<file path="src/rtl/intcmp_pkg.sv">
package intcmp_pkg;

    localparam int unsigned LANE_BITS = 8;

    typedef enum logic [2:0] {
        OP_SCMP   = 3'd0,
        OP_UCMP   = 3'd1,
        OP_BMATCH = 3'd2,
        OP_CARRY  = 3'd3,
        OP_CLZ    = 3'd4
    } icu_op_e;

    typedef struct packed {
        logic signs_differ;
        logic a_top;
        logic b_top;
    } sign_info_t;

endpackage

</file>
<file path="src/rtl/intcmp_diff.sv">
module intcmp_diff #(
    parameter int unsigned W = 32
) (
    input  logic [W-1:0] a,
    input  logic [W-1:0] b,
    output logic [W-1:0] s_res,
    output logic [W-1:0] u_res
);
    import intcmp_pkg::*;

    logic [W-1:0] diff;
    sign_info_t   si;

    always_comb begin
        diff            = b + ~a + {{(W-1){1'b0}}, 1'b1};
        si.a_top        = a[W-1];
        si.b_top        = b[W-1];
        si.signs_differ = si.a_top ^ si.b_top;
        s_res = si.signs_differ ? {si.b_top, diff[W-2:0]} : diff;
        u_res = si.signs_differ ? {si.a_top, diff[W-2:0]} : diff;
    end
endmodule

</file>
<file path="src/rtl/intcmp_lane.sv">
module intcmp_lane #(
    parameter int unsigned W  = 32,
    parameter int unsigned NL = W / intcmp_pkg::LANE_BITS,
    parameter int unsigned IW = $clog2(NL + 1)
) (
    input  logic [W-1:0]  a,
    input  logic [W-1:0]  b,
    output logic [IW-1:0] idx
);
    localparam int unsigned LB = intcmp_pkg::LANE_BITS;

    logic [NL-1:0] eq;

    for (genvar g = 0; g < NL; g++) begin : g_lane
        assign eq[g] = (a[g*LB +: LB] == b[g*LB +: LB]);
    end

    // Scan upward so the most significant equal lane is written last.
    always_comb begin
        idx = '0;
        for (int i = 0; i < NL; i++) begin
            if (eq[i]) idx = IW'(NL - i);
        end
    end
endmodule

</file>
<file path="src/rtl/intcmp_carry.sv">
module intcmp_carry #(
    parameter int unsigned W = 32
) (
    input  logic [W-1:0] a,
    input  logic [W-1:0] b,
    input  logic         cin,
    output logic         co
);
    logic [W:0] c;

    assign c[0] = cin;
    for (genvar g = 0; g < W; g++) begin : g_bit
        assign c[g+1] = (a[g] & b[g]) | ((a[g] ^ b[g]) & c[g]);
    end
    assign co = c[W];
endmodule

</file>
<file path="src/rtl/intcmp_clz.sv">
module intcmp_clz #(
    parameter int unsigned W  = 32,
    parameter int unsigned CW = $clog2(W + 1)
) (
    input  logic [W-1:0]  a,
    output logic [CW-1:0] cnt
);
    always_comb begin
        cnt = CW'(W);
        for (int i = 0; i < W; i++) begin
            if (a[i]) cnt = CW'(W - 1 - i);
        end
    end
endmodule

</file>
<file path="src/rtl/intcmp_unit.sv">
module intcmp_unit #(
    parameter int unsigned W = 32
) (
    input  logic [W-1:0] opa,
    input  logic [W-1:0] opb,
    input  logic         cin,
    input  logic [2:0]   op_sel,
    output logic [W-1:0] result,
    output logic         cout
);
    import intcmp_pkg::*;

    localparam int unsigned NL = W / LANE_BITS;
    localparam int unsigned IW = $clog2(NL + 1);
    localparam int unsigned CW = $clog2(W + 1);

    logic [W-1:0]  s_res, u_res;
    logic [IW-1:0] lane_idx;
    logic [CW-1:0] lz_cnt;
    logic          carry;
    icu_op_e       op;

    intcmp_diff  #(.W(W)) u_diff  (.a(opa), .b(opb), .s_res(s_res), .u_res(u_res));
    intcmp_lane  #(.W(W), .NL(NL), .IW(IW)) u_lane (.a(opa), .b(opb), .idx(lane_idx));
    intcmp_carry #(.W(W)) u_carry (.a(opa), .b(opb), .cin(cin), .co(carry));
    intcmp_clz   #(.W(W), .CW(CW)) u_clz (.a(opa), .cnt(lz_cnt));

    always_comb begin
        op     = icu_op_e'(op_sel);
        result = '0;
        cout   = 1'b0;
        case (op)
            OP_SCMP:   result = s_res;
            OP_UCMP:   result = u_res;
            OP_BMATCH: result = W'(lane_idx);
            OP_CARRY: begin
                result = W'(carry);
                cout   = carry;
            end
            OP_CLZ:    result = W'(lz_cnt);
            default:   result = '0;
        endcase
    end
endmodule

</file>
<file path="config.mk">
export PLATFORM = sky130hd
export DESIGN_NAME = intcmp_unit
export DESIGN_NICKNAME = d
export VERILOG_FILES = /design/src/rtl/intcmp_pkg.sv /design/src/rtl/intcmp_diff.sv /design/src/rtl/intcmp_lane.sv /design/src/rtl/intcmp_carry.sv /design/src/rtl/intcmp_clz.sv /design/src/rtl/intcmp_unit.sv
export SDC_FILE = /design/constraint.sdc
export NUM_CORES = 1
export LEC_CHECK = 0
export BUFFER_PORTS_ARGS = -buffer_cell sky130_fd_sc_hd__buf_2
export CORE_MARGIN = 2
export CORE_UTILIZATION = 40
export DETAILED_ROUTE_END_ITERATION = 12
export PLACE_DENSITY = 0.67
export SLEW_MARGIN = 0
export SYNTH_ARGS = -nofsm -noshare
export SYNTH_HDL_FRONTEND = slang
export SYNTH_SLANG_ARGS = --single-unit
</file>
<file path="constraint.sdc">
create_clock -name vclk -period 13.19
set_input_delay 3.2975 -clock vclk [all_inputs]
set_output_delay 3.2975 -clock vclk [all_outputs]
set_load 0.01 [all_outputs]
</file>
After elaboration in Yosys (flattened, before gate mapping):

Index checks and enable logic that the tools add are counted.

* input port bits: 68
* bits in registers: 0
* output and inout bits: 33
* word-level logic and storage cells: 180

* multiplexer cells: 40
* equal/unequal tests: 8
* reduce and logical (&&, ||, !) cells: 1
* add/subtract/negate cells: 2
* bitwise operators: 129

Operators with widths (count)
* 2-to-1 mux 6 bit: 32
* case mux 32 bit (5 select lines): 1
* AND 1 bit: 64
* 2-to-1 mux 32 bit: 2
* adder 32 x 1 -> 32 bit, second input constant: 1
* adder 32 bit: 1
* equality test 8 bit: 4
* NOT 32 bit: 1
* OR 1 bit: 32
* bitwise XOR 1 bit: 32
* 2-to-1 mux 3 bit: 4
* equality test 3 x 2 -> 1 bit, second input constant: 2
* equality test 3 x 1 -> 1 bit, second input constant: 1
* equality test 3 bit, second input constant: 1
* zero test 3 bit: 1
* 2-to-1 mux 1 bit: 1

Depth between registers and ports, before layout:

* word-level depth: 66
* depth in mapped cells: 14
* mapped depth without buffers: 13

By module:

From an unflattened synthesis, not the netlist that was laid out.

* cell total of the unflattened synthesis: 544
* area total of the unflattened synthesis: 4176.5 um2

Modules (own cells, without submodules)
* intcmp_diff: cells an instance 300, instances 1, sequential area each 0.0 um2, area an instance 2172.1 um2
* intcmp_carry: cells an instance 70, instances 1, sequential area each 0.0 um2, area an instance 679.4 um2
* intcmp_unit: cells an instance 62, instances 1, sequential area each 0.0 um2, area an instance 563.0 um2
* intcmp_lane: cells an instance 47, instances 1, sequential area each 0.0 um2, area an instance 394.1 um2
* intcmp_clz: cells an instance 65, instances 1, sequential area each 0.0 um2, area an instance 367.9 um2

Worst setup path after synthesis:

OpenSTA, ideal clock, no wires.

* path type: input -> output
* from: input opa[18]
* to: output result[31]
* stages on the path: 13
* required time: 9892 ps
* arrival time: 6042 ps
* slack: 3850 ps
* buffers on the path: 0
* cell sequence: inv_1 ha_1 a21o_1 a2111oi_4 o21ai_0 a2111oi_2 nor3_1 o31a_1 o21a_1 o22ai_1 fa_1 mux2i_1 nor2_1

* word-level cells in the longest chain between the ends: 5
* elaborated cells on any way between the ends: 6
* classes of those cells: 2 x add/sub; 3 x mux; 1 x bitwise

RTL lines
* from (decl): RTL line intcmp_unit.sv:4 `input logic [W-1:0] opa,`
* NOT 32 bit (*): RTL line intcmp_diff.sv:15 `diff = b + ~a + {{(W-1){1'b0}}, 1'b1};`
* adder 32 bit (*): RTL line intcmp_diff.sv:15
* adder 32 x 1 -> 32 bit (*): RTL line intcmp_diff.sv:15
* 2-to-1 mux 32 bit (on tied branches): RTL line intcmp_diff.sv:20, intcmp_diff.sv:19
* case mux 32 bit (5 select lines) (*): RTL line intcmp_unit.sv:32 `case (op)`
* to (decl): RTL line intcmp_unit.sv:8 `output logic [W-1:0] result,`

Mark *: on every way between the ends. The rest lies on a longest branch, timed or not.

Worst setup path in the final report:

* from: input opa[7]
* to: output result[31]

Same word-level chain as after synthesis.

==> run summary <==
* 0 — cells resized by post-CTS repair
* ha_1 26%, inv_1 6.2%, a21oi_1 5.8%, nor2_1 5.5%, o21ai_0 4.0% — leading post-synthesis cells by cell area
* 0 µm² — Register Area
* 0.803 ns — slew at the pin closest to its max-slew limit
* 0.496 — post-layout utilization of the core
* 0.304 — global routing met1 resource utilization
* 6.61 ns — signal arrival time at the worst endpoint
* no — unrepaired setup endpoints after global routing
* 622 — non-filler cells in the finished layout
* 0 — clock share of power
* 0 — max-cap viol count
* 0.876 — weighted congestion reported at the end of routability-driven placement
* 0 — setup fix buffers added after clock tree synthesis
* op_sel[0] — hold_sp
* 8240 µm² — die area
* 0.751 — fraction of the cycle the final worst path needs
* 3.28 ns — worst setup slack after layout
* 659 — NumNets Final
* 167 — initial detailed-routing violation count
* 5 — drt pass-1 iters
* 0 — Post-CTS Hold Fix Bufs
* 622 — placed insts
* 0 — fin. max-slew vios
* 1.81 nW — P_leak
* 0.374 — met2 track utilization from global routing
* 9.24 mm — Routed WL
* 0 — initial antenna violation count
* 31 — Placement Rows
* 3.34 ns — worst slack at placement
* finished, final reports clean — status
* 7.88 mm — HPWL after detailed placement
* 0 — Sequential Power Share
* 0.262 — portion of synthesized cell area occupied by the leading cell type
* 0.0000845 W — net switching power of the design
* 0 — final setup vio count
* input port — kind of start point of the critical path
* 1.000 — combinational fraction of design power
* 0 — final routed DRC violation total
* 9.91 ns — minimum clock period
* 0 — # diodes
* 0 — sequential area share after synthesis
* 4 — count of cells along the worst hold path
* in2out — classification of the worst setup path
* 90.8 µm — x dimension of the die
* 7 — critical-path maximum fanout
* 60 — unique cell type count in the Yosys netlist
* result[31] — WHS Endpoint
* 0.451 — Slew Limit Headroom
* 0 — sequential cell count
* 0.0134 — fraction of met3 tracks used by global routing
* 0.580 — switching power as a share of total power
* 7.02 µm² — Mean Syn Cell Area
* 0 — number of warnings printed during yosys synthesis
* 0.0000613 W — cell-internal power
* 3010 µm² — Cell Area, Synth
* 5.66 — Avg Vias per Cell
* 0 — final hold vios
* 0.0000194 V — worst ir drop on vdd
* 3275 — via count of the first global-routing pass
* 20.0% — area growth from synthesis to final layout
* 7290 µm² — Core Region
* 40.3 nW/µm² — power density over the cells
* 0 — post-route ant nets
* 0 — clkbuf count
* 0 ns — setup TNS after final layout
* ha_1 — post-synthesis cell type with the largest combined area
* in2out — type of the most critical hold path
* 3520 — via count
* 429 — Gate Count Post-Synth
* primary output — endpoint class of the critical path
* 0.233 — ratio of cells with drive above 1 in the final layout
* opa[7] — Critical Path Source
* 28 — pin count of the biggest net entering global routing
* 101 — Port Buf Inserts
* 15.2 mm — wire length of the first global-routing pass
* met2 — most utilized layer in the global route result
* 101 — boundary pin count
* 9.89 ns — required time of the worst setup path
* 563 — Net Count, Synth
* 0.214 — overall global routing resource usage
* 0 — overall overflow remaining after global route
* 90.8 µm — DIE HEIGHT
* 0.101 GHz — maximum achievable frequency
* 14.9 µm — DR WL/cell
* 0.413 — initial core utilization
[logic make-up (layout without fill, tap and decap cells)]
| logic type | count (synthesis) | count (layout) | share of synthesized area |
|---|---|---|---|
| and+or+nand+nor | 136 | 136 | 0.229 |
| muxes | 1 | 1 | 0.00332 |
| adders and majority gates | 66 | 66 | 0.282 |
| AOI/OAI and AO/OA | 153 | 153 | 0.368 |
| buffers and inverters | 57 | 151 | 0.0710 |
| xor gates and xnor gates | 16 | 16 | 0.0465 |
[metrics by stage]
| step | area (µm²) | hold slack [ns] | total power (W) |
|---|---|---|---|
| final | 3620 | 7.02 | 0.000146 |
| after global routing | 3620 | 7.09 | 0.000162 |
| after CTS | 3620 | 7.03 | 0.000145 |
| after detailed placement | 3620 | 7.03 | 0.000144 |
| after global placement | 3620 | 7.02 | 0.000143 |
| after floorplan | 3010 | 6.77 | 0.0000981 |
[critical path: stages]
cell	delay, ns
buf_2	0.11
inv_1	0.04
ha_1	0.38
a2111oi_0	0.56
a21oi_1	0.30
a2111oi_2	0.53
nor3_1	0.15
o31a_1	0.31
o21a_1	0.19
o22ai_1	0.23
fa_1	0.23
mux2i_1	0.06
nor2_1	0.07
buf_2	0.14
[worst max-delay path by stage]
stage,cells past startpoint,endpoint,slack (ns)
3_3_place_gp,15,result[31],3.43
2_1_floorplan,13,result[31],3.85
5_1_grt,14,result[31],2.99
3_5_place_dp,15,result[31],3.34
4_1_cts,15,result[31],3.32
6_report,14,result[31],3.28
[power by group through the flow]
stage | combinational, W | sequential [W] | clock [W]
after floorplan | 0.0000981 | 0 | 0
after global placement | 0.000143 | 0 | 0
after detailed placement | 0.000144 | 0 | 0
after CTS | 0.000145 | 0 | 0
after global routing | 0.000162 | 0 | 0
final | 0.000146 | 0 | 0
[cells in the final DEF, fill, tap and decap left out, drive strengths merged, types with 10 or more instances in the layout]
| cell type | synthesis | routed |
|---|---|---|
| buf | 0 | 101 |
| ha | 63 | 63 |
| inv | 50 | 50 |
| nor2 | 44 | 44 |
| a21oi | 36 | 36 |
| o21ai | 25 | 25 |
| nor3 | 16 | 16 |
| nand2 | 14 | 14 |
| o31ai | 11 | 11 |
| xnor2 | 11 | 11 |
| a21o | 11 | 11 |
| o21a | 10 | 10 |
| nand3 | 10 | 10 |
| a2111oi | 10 | 10 |
[per-layer routing]
layer / up-vias / wire length (µm)
met5: - / 0
met4: 0 / 38
met3: 4 / 623
met2: 120 / 4290
met1: 1612 / 4290
li1: 1784 / -
[area by class of cell]
cell class	instances	area, µm²
fillers	789	3680
repair buffers	101	505
well taps	99	124
inverters	50	188
multi-input cells	372	2800
[cells in the mapped netlist, types with 8 or more instances]
master / n
ha_1: 63
inv_1: 50
nor2_1: 44
a21oi_1: 35
o21ai_0: 24
nor3_1: 16
nand2_1: 14
o31ai_1: 11
xnor2_1: 11
nand3_1: 10
o21a_1: 10
a21o_1: 9
o21bai_1: 9
a211oi_1: 8
nand2b_1: 8
(Power assumes the default switching activity.)
